**config.mk**
```make
export PLATFORM = sky130hd
export DESIGN_NAME = dest_req_counter
export DESIGN_NICKNAME = d
export VERILOG_FILES = /design/src/rtl/drc_pkg.sv /design/src/rtl/drc_sort_net.sv /design/src/rtl/drc_concentrator.sv /design/src/rtl/drc_serial_sub.sv /design/src/rtl/dest_req_counter.sv
export SDC_FILE = /design/constraint.sdc
export NUM_CORES = 1
export LEC_CHECK = 0
export BUFFER_PORTS_ARGS = -buffer_cell sky130_fd_sc_hd__buf_2
export CAP_MARGIN = 15
export CORE_MARGIN = 2
export CORE_UTILIZATION = 40
export CTS_BUF_LIST = sky130_fd_sc_hd__clkbuf_8
export CTS_CLUSTER_DIAMETER = 80
export DETAILED_ROUTE_END_ITERATION = 7
export PLACE_DENSITY_LB_ADDON = 0.2
export SLEW_MARGIN = 5
export SYNTH_ARGS = -nofsm -noshare
export SYNTH_HDL_FRONTEND = slang
export SYNTH_SLANG_ARGS = --single-unit
```
**constraint.sdc**
```tcl
create_clock -name clk -period 14.47 [get_ports clk]
set_clock_uncertainty 0.05 [all_clocks]
set_input_delay 2.894 -clock clk [delete_from_list [all_inputs] [get_ports clk]]
set_output_delay 2.894 -clock clk [all_outputs]
set_load 0.005 [all_outputs]
```
**src/rtl/drc_pkg.sv**
```systemverilog
package drc_pkg;
   // Two low key bits: item class. Order matters: data sorts below marker,
   // idle sorts above everything.
   localparam logic [1:0] CLS_DATA = 2'b00;
   localparam logic [1:0] CLS_MARK = 2'b01;
   localparam logic [1:0] CLS_IDLE = 2'b11;
endpackage

```
**src/rtl/drc_sort_net.sv**
```systemverilog
module drc_sort_net #(
   parameter int N  = 16,
   parameter int KW = 4
) (
   input  logic [N-1:0][KW-1:0] keys_i,
   output logic [N-1:0][KW-1:0] keys_o
);
   logic [N-1:0][KW-1:0] v;

   // Batcher odd-even merge network, unrolled at elaboration.
   always_comb begin
      logic [KW-1:0] t;
      t = '0;
      v = keys_i;
      for (int p = 1; p < N; p = p * 2) begin
         for (int k = p; k >= 1; k = k / 2) begin
            for (int j = k % p; j < N - k; j = j + 2 * k) begin
               for (int i = 0; i < k; i++) begin
                  if ((i + j + k) < N && ((i + j) / (2 * p)) == ((i + j + k) / (2 * p))) begin
                     if (v[i+j] > v[i+j+k]) begin
                        t        = v[i+j];
                        v[i+j]   = v[i+j+k];
                        v[i+j+k] = t;
                     end
                  end
               end
            end
         end
      end
      keys_o = v;
   end
endmodule

```
**src/rtl/drc_concentrator.sv**
```systemverilog
module drc_concentrator #(
   parameter int N  = 16,
   parameter int PW = 4
) (
   input  logic                 clk,
   input  logic                 rst_n,
   input  logic [N-1:0]         act_i,
   input  logic [N-1:0][PW-1:0] pos_i,
   input  logic [N-1:0][PW-1:0] sh_i,
   output logic [N-1:0][PW-1:0] pos_o
);
   logic [PW:0][N-1:0]         st_act;
   logic [PW:0][N-1:0][PW-1:0] st_pos;
   logic [PW:0][N-1:0][PW-1:0] st_sh;

   assign st_act[0] = act_i;
   assign st_pos[0] = pos_i;
   assign st_sh[0]  = sh_i;

   for (genvar b = 0; b < PW; b++) begin : g_stage
      localparam int D = 1 << b;
      logic [N-1:0]         ta_act, ta_mv, nx_act;
      logic [N-1:0][PW-1:0] ta_pos, ta_sh, nx_pos, nx_sh;
      logic [N-1:0]         tb_act;
      logic [N-1:0][PW-1:0] tb_pos, tb_sh;

      // cycle one: test activity and the shift bit of this stage
      always_ff @(posedge clk) begin
         if (!rst_n) begin
            ta_act <= '0;
            ta_mv  <= '0;
            ta_pos <= '0;
            ta_sh  <= '0;
         end else begin
            ta_act <= st_act[b];
            ta_pos <= st_pos[b];
            ta_sh  <= st_sh[b];
            for (int i = 0; i < N; i++)
               ta_mv[i] <= st_act[b][i] & st_sh[b][i][b];
         end
      end

      // cycle two: steer down by D where the bit is set
      for (genvar o = 0; o < N; o++) begin : g_slot
         if (o + D < N) begin : g_up
            always_comb begin
               if (ta_mv[o+D]) begin
                  nx_act[o] = 1'b1;
                  nx_pos[o] = ta_pos[o+D];
                  nx_sh[o]  = ta_sh[o+D];
               end else begin
                  nx_act[o] = ta_act[o] & ~ta_mv[o];
                  nx_pos[o] = ta_pos[o];
                  nx_sh[o]  = ta_sh[o];
               end
            end
         end else begin : g_top
            always_comb begin
               nx_act[o] = ta_act[o] & ~ta_mv[o];
               nx_pos[o] = ta_pos[o];
               nx_sh[o]  = ta_sh[o];
            end
         end
      end

      always_ff @(posedge clk) begin
         if (!rst_n) begin
            tb_act <= '0;
            tb_pos <= '0;
            tb_sh  <= '0;
         end else begin
            tb_act <= nx_act;
            tb_pos <= nx_pos;
            tb_sh  <= nx_sh;
         end
      end

      assign st_act[b+1] = tb_act;
      assign st_pos[b+1] = tb_pos;
      assign st_sh[b+1]  = tb_sh;
   end

   // inactive slots carry zero position, so packed slots are clean
   for (genvar o = 0; o < N; o++) begin : g_out
      assign pos_o[o] = st_act[PW][o] ? st_pos[PW][o] : '0;
   end
endmodule

```
**src/rtl/drc_serial_sub.sv**
```systemverilog
module drc_serial_sub #(
   parameter int W = 4
) (
   input  logic         clk,
   input  logic         rst_n,
   input  logic         load_i,
   input  logic         step_i,
   input  logic [W-1:0] upper_i,
   input  logic [W-1:0] lower_i,
   output logic [W-1:0] diff_o
);
   logic [W-1:0] a_sr, b_sr, res;
   logic         cy;
   logic         s_bit, c_nx;

   assign s_bit = a_sr[0] ^ b_sr[0] ^ cy;
   assign c_nx  = (a_sr[0] & b_sr[0]) | (cy & (a_sr[0] ^ b_sr[0]));

   always_ff @(posedge clk) begin
      if (!rst_n) begin
         a_sr <= '0;
         b_sr <= '0;
         res  <= '0;
         cy   <= 1'b0;
      end else if (load_i) begin
         a_sr <= upper_i;
         b_sr <= ~lower_i;          // inverted lower input
         cy   <= 1'b0;
      end else if (step_i) begin
         res  <= {s_bit, res[W-1:1]};
         a_sr <= a_sr >> 1;
         b_sr <= b_sr >> 1;
         cy   <= c_nx;
      end
   end

   assign diff_o = res;
endmodule

```
**src/rtl/dest_req_counter.sv**
```systemverilog
module dest_req_counter #(
   parameter int NUM_IN  = 8,
   parameter int NUM_MOD = 3,
   localparam int DW        = (NUM_MOD > 1) ? $clog2(NUM_MOD) : 1,
   localparam int NUM_ITEMS = NUM_IN + NUM_MOD,
   localparam int PW        = $clog2(NUM_ITEMS),
   localparam int CW        = $clog2(NUM_IN + 1)
) (
   input  logic                   clk,
   input  logic                   rst_n,
   input  logic                   go,
   input  logic [NUM_IN-1:0]      cell_valid,
   input  logic [NUM_IN*DW-1:0]   cell_dest,
   output logic                   cnt_valid,
   output logic [NUM_MOD*CW-1:0]  cnt_out,
   output logic [NUM_MOD*PW-1:0]  mark_pos
);
   import drc_pkg::*;

   localparam int S          = 1 << PW;
   localparam int KW         = DW + 2;
   localparam int LOAD_AT    = 2 + 2 * PW;
   localparam int STEP_FIRST = LOAD_AT + 1;
   localparam int STEP_LAST  = LOAD_AT + PW;
   localparam int LAT        = STEP_LAST + 1;
   localparam int CTRW       = $clog2(LAT + 1);
   localparam logic [KW-1:0] IDLE_KEY = {{DW{1'b1}}, CLS_IDLE};

   if (NUM_MOD < 2) begin : g_bad_mod
      $error("NUM_MOD must be at least 2");
   end
   if (NUM_IN < 1) begin : g_bad_in
      $error("NUM_IN must be at least 1");
   end

   // sequence control
   logic [CTRW-1:0] ctr;
   logic            start;
   assign start = go && (ctr == '0);

   always_ff @(posedge clk) begin
      if (!rst_n)                   ctr <= '0;
      else if (start)               ctr <= CTRW'(1);
      else if (ctr == CTRW'(LAT))   ctr <= '0;
      else if (ctr != '0)           ctr <= ctr + 1'b1;
   end

   // key build: cells, markers, padding
   logic [S-1:0][KW-1:0] key_d, key_q, sorted, sort_q;

   for (genvar gi = 0; gi < S; gi++) begin : g_key
      if (gi < NUM_IN) begin : g_cell
         assign key_d[gi] = (cell_valid[gi] &&
                             ({1'b0, cell_dest[gi*DW +: DW]} < (DW+1)'(NUM_MOD)))
                            ? {cell_dest[gi*DW +: DW], CLS_DATA} : IDLE_KEY;
      end else if (gi < NUM_ITEMS) begin : g_mark
         assign key_d[gi] = {DW'(gi - NUM_IN), CLS_MARK};
      end else begin : g_pad
         assign key_d[gi] = IDLE_KEY;
      end
   end

   always_ff @(posedge clk) begin
      if (!rst_n)      key_q <= {S{IDLE_KEY}};
      else if (start)  key_q <= key_d;
   end

   drc_sort_net #(.N(S), .KW(KW)) u_sort (
      .keys_i (key_q),
      .keys_o (sorted)
   );

   always_ff @(posedge clk) begin
      if (!rst_n) sort_q <= {S{IDLE_KEY}};
      else        sort_q <= sorted;
   end

   // packet generation: only markers are active; shift = idle/data below
   logic [S-1:0]         pk_act;
   logic [S-1:0][PW-1:0] pk_pos, pk_sh;

   always_comb begin
      int n_act;
      n_act = 0;
      for (int i = 0; i < S; i++) begin
         pk_act[i] = (sort_q[i][1:0] == CLS_MARK);
         pk_pos[i] = PW'(i);
         pk_sh[i]  = PW'(i - n_act);
         if (pk_act[i]) n_act = n_act + 1;
      end
   end

   logic [S-1:0][PW-1:0] conc_pos;

   drc_concentrator #(.N(S), .PW(PW)) u_conc (
      .clk   (clk),
      .rst_n (rst_n),
      .act_i (pk_act),
      .pos_i (pk_pos),
      .sh_i  (pk_sh),
      .pos_o (conc_pos)
   );

   // serial differences of adjacent marker positions
   logic load, step;
   assign load = (ctr == CTRW'(LOAD_AT));
   assign step = (ctr >= CTRW'(STEP_FIRST)) && (ctr <= CTRW'(STEP_LAST));

   logic [NUM_MOD-1:0][PW-1:0] diff;

   for (genvar k = 0; k < NUM_MOD; k++) begin : g_sub
      logic [PW-1:0] lower;
      if (k == 0) begin : g_first
         assign lower = '1;            // position -1
      end else begin : g_next
         assign lower = conc_pos[k-1];
      end
      drc_serial_sub #(.W(PW)) u_sub (
         .clk     (clk),
         .rst_n   (rst_n),
         .load_i  (load),
         .step_i  (step),
         .upper_i (conc_pos[k]),
         .lower_i (lower),
         .diff_o  (diff[k])
      );
   end

   // parallel result write
   always_ff @(posedge clk) begin
      if (!rst_n) begin
         cnt_valid <= 1'b0;
         cnt_out   <= '0;
         mark_pos  <= '0;
      end else begin
         cnt_valid <= (ctr == CTRW'(LAT));
         if (ctr == CTRW'(LAT)) begin
            for (int k = 0; k < NUM_MOD; k++) begin
               cnt_out[k*CW +: CW]  <= diff[k][CW-1:0];
               mark_pos[k*PW +: PW] <= conc_pos[k];
            end
         end
      end
   end
endmodule

```
==> reports/results.txt, run 1 <==
GPL Wtd Cong -> 0.838
filler instances -> 5530
post-synthesis cell area -> 0.0231 mm^2
CTS tree -> built
ANT nets after route -> 0
Post-synth EDFFs -> 0
DRT Pass-1 Iters -> 5
Layout area overhead -> 11.9%
worst-path fanout max -> 10
register area share after synthesis -> 0.477
cell repeated most along the worst path -> ha_1
CTS Buffer Depth -> 3
max_slew headroom -> 0.221
layout cells sized above 1 -> 0.112
synthesis warning total -> 0
DRC Markers -> 0
via/cell ratio -> 4.88
register area -> 0.0110 mm^2
GRT Util Overall -> 0.158
CP max stage delay -> 0.41 ns
max frequency -> 73.9 MHz
crit path capture type -> flip-flop
WL/cell -> 14.2 um
Min-Delay Path Class -> flip-flop to flip-flop
final WL -> 47500 um
worst reg2reg setup slack -> 0.95 ns
largest net degree at the start of global routing -> 128
share of the synthesized area in the top cell type -> 0.477
Slew Viols, Final -> 0
total grt overflow -> 0
fin crit share -> 0.935
Min Clock Period, post-route -> 13.52 ns
Clock Root Buffer -> clkbuf_8
FFs w/ async S/R, synth -> 0
hold slack -> 0.371 ns
initial DRC count -> 528
Least-Margin Pin Slew -> 1.17 ns
footprint of the multi-input gates -> 0.0111 mm^2
synth unique cells -> 99
Syn Inst Count -> 2472
routed via count -> 16313
top cells by area, synth -> dfxtp_1 48%, ha_1 7.4%, mux2i_1 6.3%, and2_1 4.8%, nor2_1 4.4%
WP data arrival -> 13.99 ns
Die H -> 244 um
Commonest cells post-synth -> 551 x dfxtp_1, 272 x nor2_1, 185 x nand2_1
clock-pin slew on the worst setup and hold paths -> 0.06 ns
htree depth -> 3
Crit path required time -> 14.94 ns
first-pass GRT wire length -> 78600 um
DP HPWL -> 33700 um
TNS Setup -> 0 ns
vias in the first global route -> 16121
cell total after placement -> 3186
Worst-Skew Late Latency -> 0.64 ns
CP max stage cell -> mux2i_2
num ports -> 52
Post-Place Worst Slack -> 0.117 ns
core area -> 0.0574 mm^2
fin nets -> 2676
number of hold violations in the final report -> 0
input/output buffers -> 51
# setup viols final -> 0
initial antenna violation count -> 1
top-count cell post-synth -> dfxtp_1
std cell rows -> 88
Finished Layout Cells -> 3344
initial core utilization -> 0.403
status -> complete, no violations
Sink Count -> 551
critical path class -> flip-flop to flip-flop
Num CTS Buffers -> 87
area leader, netlist -> dfxtp_1
maxcap violations -> 0
CP Launch Type -> flip-flop
FF+latch count, synth -> 551
setup slack after layout -> 0.945 ns
Die ar. -> 0.0597 mm^2
dominant synthesized flop cell -> dfxtp_1
syn_area_per_cell -> 9.35 um^2
Die X -> 244 um
[registers in the layout, indices dropped and copies added, names as in the netlist, 3 cells and up]
register	flops
u_conc.g_stage.nx_sh	10
u_conc.g_stage.ta_sh	70
u_conc.g_stage.ta_act	31
g_sub.u_sub.b_sr	8
u_conc.g_stage.ta_mv	44
g_sub.u_sub.a_sr	12
mark_pos	12
sort_q	22
u_conc.g_stage.nx_pos	23
cnt_out	12
ctr	4
u_conc.g_stage.tb_pos	95
key_q	25
u_conc.g_stage.ta_pos	61
u_conc.g_stage.tb_act	34
g_sub.u_sub.diff_o	12
g_sub.u_sub.cy	3
u_conc.g_stage.tb_sh	72
[cells in the final DEF (no fill, tap or decap), types with 50 or more instances in the layout]
cell      count
a21oi_1     141
and2_1      179
and3_1       57
buf_2        50
clkbuf_8    112
dfxtp_1     551
ha_1        136
inv_1       175
mux2i_1     141
nand2_1     185
nor2_1      268
o21ai_0      79
[critical path: cells and delay by family (launching register included)]
family	cells	cell delay [ns]
mux	5	1.70
buf+inv	10	0.94
fa+ha+maj	10	2.93
simple gates	16	2.49
flops	1	0.39
compound gates	24	4.86
[kinds of logic after synthesis]
family,synth area share
muxes,0.0735
buffers and inverters,0.0443
adders and majority gates,0.0758
and+or+nand+nor,0.193
AOI/OAI and AO/OA,0.123
DFF,0.477
other,0.000162
xor gates and xnor gates,0.0132
[path summary, 6_finish.rpt]
check | start | end | cells past startpoint
worst max-delay path | key_q[30] | sort_q[24] | 65
worst min-delay path | u_conc.g_stage[0].tb_sh[31] | u_conc.g_stage[1].ta_sh[31] | 1
worst max register to register | key_q[30] | sort_q[24] | 65
worst min register to register | u_conc.g_stage[0].tb_sh[31] | u_conc.g_stage[1].ta_sh[31] | 1
[per-layer routing]
layer / routed length (um) / part of all wire / global-route usage
met5: 0 / 0 / 0
met4: 921 / 0.019 / 0.0590
met3: 1480 / 0.031 / 0.0243
met2: 23400 / 0.49 / 0.281
met1: 21600 / 0.46 / 0.191
[metrics by stage]
step	util	instance area, um^2
final	0.451	25900
after floorplan	-	23100
after CTS	0.450	25800
after detailed placement	0.418	24000
after global placement	0.418	24000
after global routing	0.451	25900
[cell type report]
type	count	share of cell area
multi-input cells	1654	0.430
flip-flops and latches	551	0.426
clock buffers	112	0.0596
well taps	765	0.0370
inverters	155	0.0227
repair buffers	62	0.0136
clock inverters	44	0.0102
diodes	1	0.0000967
[timing repair]
action	4_1_cts	5_1_grt
hold buffers	0	0
setup buffers	0	0
endpoints found under the setup margin	0	20
gates resized for setup	0	25
Power of run 1 is not shown: default switching activity piles up to over one toggle a cycle in this logic, so the estimate is an artifact.
==> run 2, diff against run 1 <==
- REMOVE_ABC_BUFFERS: unset -> 1
- clock period: 14.47 -> 13.4 ns (I/O delays scaled with it)
==> reports/results.txt, run 2 (synthesis gave the netlist of run 1 again) <==
CP Launch Type -> flip-flop (unchanged)
Biggest register -> u_conc.g_stage.tb_pos (unchanged)
Worst-Skew Late Latency -> 0.66 ns (was 0.64 ns)
Least-Margin Pin Slew -> 1.12 ns (was 1.17 ns)
crit path capture type -> flip-flop (unchanged)
WP depth -> 67 (was 65)
input/output buffers -> 51 (unchanged)
max_slew headroom -> 0.254 (was 0.221)
GPL Wtd Cong -> 0.864 (was 0.838)
Die X -> 244 um (unchanged)
first-pass GRT wire length -> 78700 um (was 78600 um)
vias in the first global route -> 16104 (was 16121)
biggest regs -> u_conc.g_stage.tb_pos (95), u_conc.g_stage.tb_sh (72), u_conc.g_stage.ta_sh (70) (unchanged)
initial core utilization -> 0.403 (unchanged)
fin crit share -> 0.942 (was 0.935)
Num CTS Buffers -> 89 (was 87)
DP HPWL -> 34000 um (was 33700 um)
most common cell after layout, fill and taps aside -> dfxtp_1 (unchanged)
GRT Util Overall -> 0.158 (about the same)
cell repeated most along the worst path -> inv_1 (was ha_1)
# setup viols final -> 0 (unchanged)
CP max stage cell -> a221o_1 (was mux2i_2)
layout cells sized above 1 -> 0.129 (was 0.112)
std cell rows -> 88 (unchanged)
DRC Markers -> 0 (unchanged)
maxcap violations -> 0 (unchanged)
max frequency -> 79.2 MHz (was 73.9 MHz)
status -> complete, no violations (unchanged)
critical path class -> flip-flop to flip-flop (unchanged)
footprint of the multi-input gates -> 0.0113 mm^2 (was 0.0111 mm^2)
Reg2Reg Depth -> 67 (was 65)
hold depth -> 1 (unchanged)
Buf+Inv Stages, Crit Path -> 12 (was 10)
Die ar. -> 0.0597 mm^2 (unchanged)
number of hold violations in the final report -> 0 (unchanged)
initial DRC count -> 650 (was 528)
CTS tree -> built (unchanged)
flip-flop count of the largest register after layout -> 95 (unchanged)
core area -> 0.0574 mm^2 (unchanged)
total grt overflow -> 0 (unchanged)
CTS Buffer Depth -> 3 (unchanged)
Sink Count -> 551 (unchanged)
via/cell ratio -> 4.87 (was 4.88)
filler instances -> 5505 (was 5530)
largest net degree at the start of global routing -> 101 (was 128)
final WL -> 47200 um (was 47500 um)
WP data arrival -> 13.11 ns (was 13.99 ns)
CP max stage delay -> 0.39 ns (was 0.41 ns)
num ports -> 52 (unchanged)
clock-pin slew on the worst setup and hold paths -> 0.06 ns (about the same)
initial antenna violation count -> 1 (unchanged)
Crit path required time -> 13.88 ns (was 14.94 ns)
Clock Root Buffer -> clkbuf_8 (unchanged)
Min-Delay Path Class -> flip-flop to flip-flop (unchanged)
worst-path fanout max -> 7 (was 10)
DRT Pass-1 Iters -> 5 (unchanged)
final core utilization -> 0.458 (was 0.451)
routed via count -> 16408 (was 16313)
Slew Viols, Final -> 0 (unchanged)
Die H -> 244 um (unchanged)
htree depth -> 3 (unchanged)
register area -> 0.0110 mm^2 (about the same)
ANT nets after route -> 0 (unchanged)
fin nets -> 2698 (was 2676)
WL/cell -> 14.0 um (was 14.2 um)
Layout area overhead -> 13.6% (was 11.9%)
Min Clock Period, post-route -> 12.62 ns (was 13.52 ns)
most frequent cells in the layout -> 547 x dfxtp_1, 267 x nor2_1, 185 x nand2_1 (was 551 x dfxtp_1, 268 x nor2_1, 185 x nand2_1)
cell family with the largest share of critical-path delay -> compound AO/OA/AOI/OAI gates (unchanged)
## run 2: metrics by stage
| stage | setup TNS, ns | instances | area, um^2 | setup WS (ns) | hold WS, ns |
|---|---|---|---|---|---|
| finish | 0 | 3366 | 26300 | 0.776 | 0.353 |
| global placement | 0 | 3202 | 24100 | 0.360 | 0.364 |
| detailed placement | -2.97 | 3202 | 24100 | -0.409 | 0.367 |
| floorplan | 0 | 2360 | 22700 | 0.781 | 0.361 |
| CTS | 0 | 3360 | 26000 | 0.0152 | 0.338 |
| global route | -0.0787 | 3366 | 26300 | -0.0402 | 0.362 |
## run 2: worst paths after layout
path	endpoint	from	slack [ns]
max reg2reg	sort_q[24]	key_q[30]	0.78
max	sort_q[24]	key_q[30]	0.78
min reg2reg	u_conc.g_stage[3].ta_pos[4]	u_conc.g_stage[2].tb_pos[4]	0.35
min	u_conc.g_stage[3].ta_pos[4]	u_conc.g_stage[2].tb_pos[4]	0.35
## run 2: what timing repair did
action	4_1_cts	5_1_grt
pin swaps	0	4
buffers inserted	0	5
endpoints found under the setup margin	16	20
gates cloned	0	0
hold buffers	0	0
gates resized for setup	10	62
## run 2: layer usage
layer,track usage,routed length [um],vias to the layer above,part of all wire
met3,0.0261,1440,100,0.030
met4,0.0612,1230,0,0.026
li1,-,-,8520,-
met2,0.282,23400,252,0.50
met1,0.190,21100,7536,0.45
met5,0,0,-,0
## run 2: final cells by class
type	instances	area share
sequential	551	0.420
clock inverter	47	0.0118
clock buffer	111	0.0582
tap	765	0.0365
inverter	155	0.0223
multi-input combinational	1654	0.432
antenna	1	0.0000953
timing repair buffer	82	0.0188
Power of run 2 is left out for the same reason.
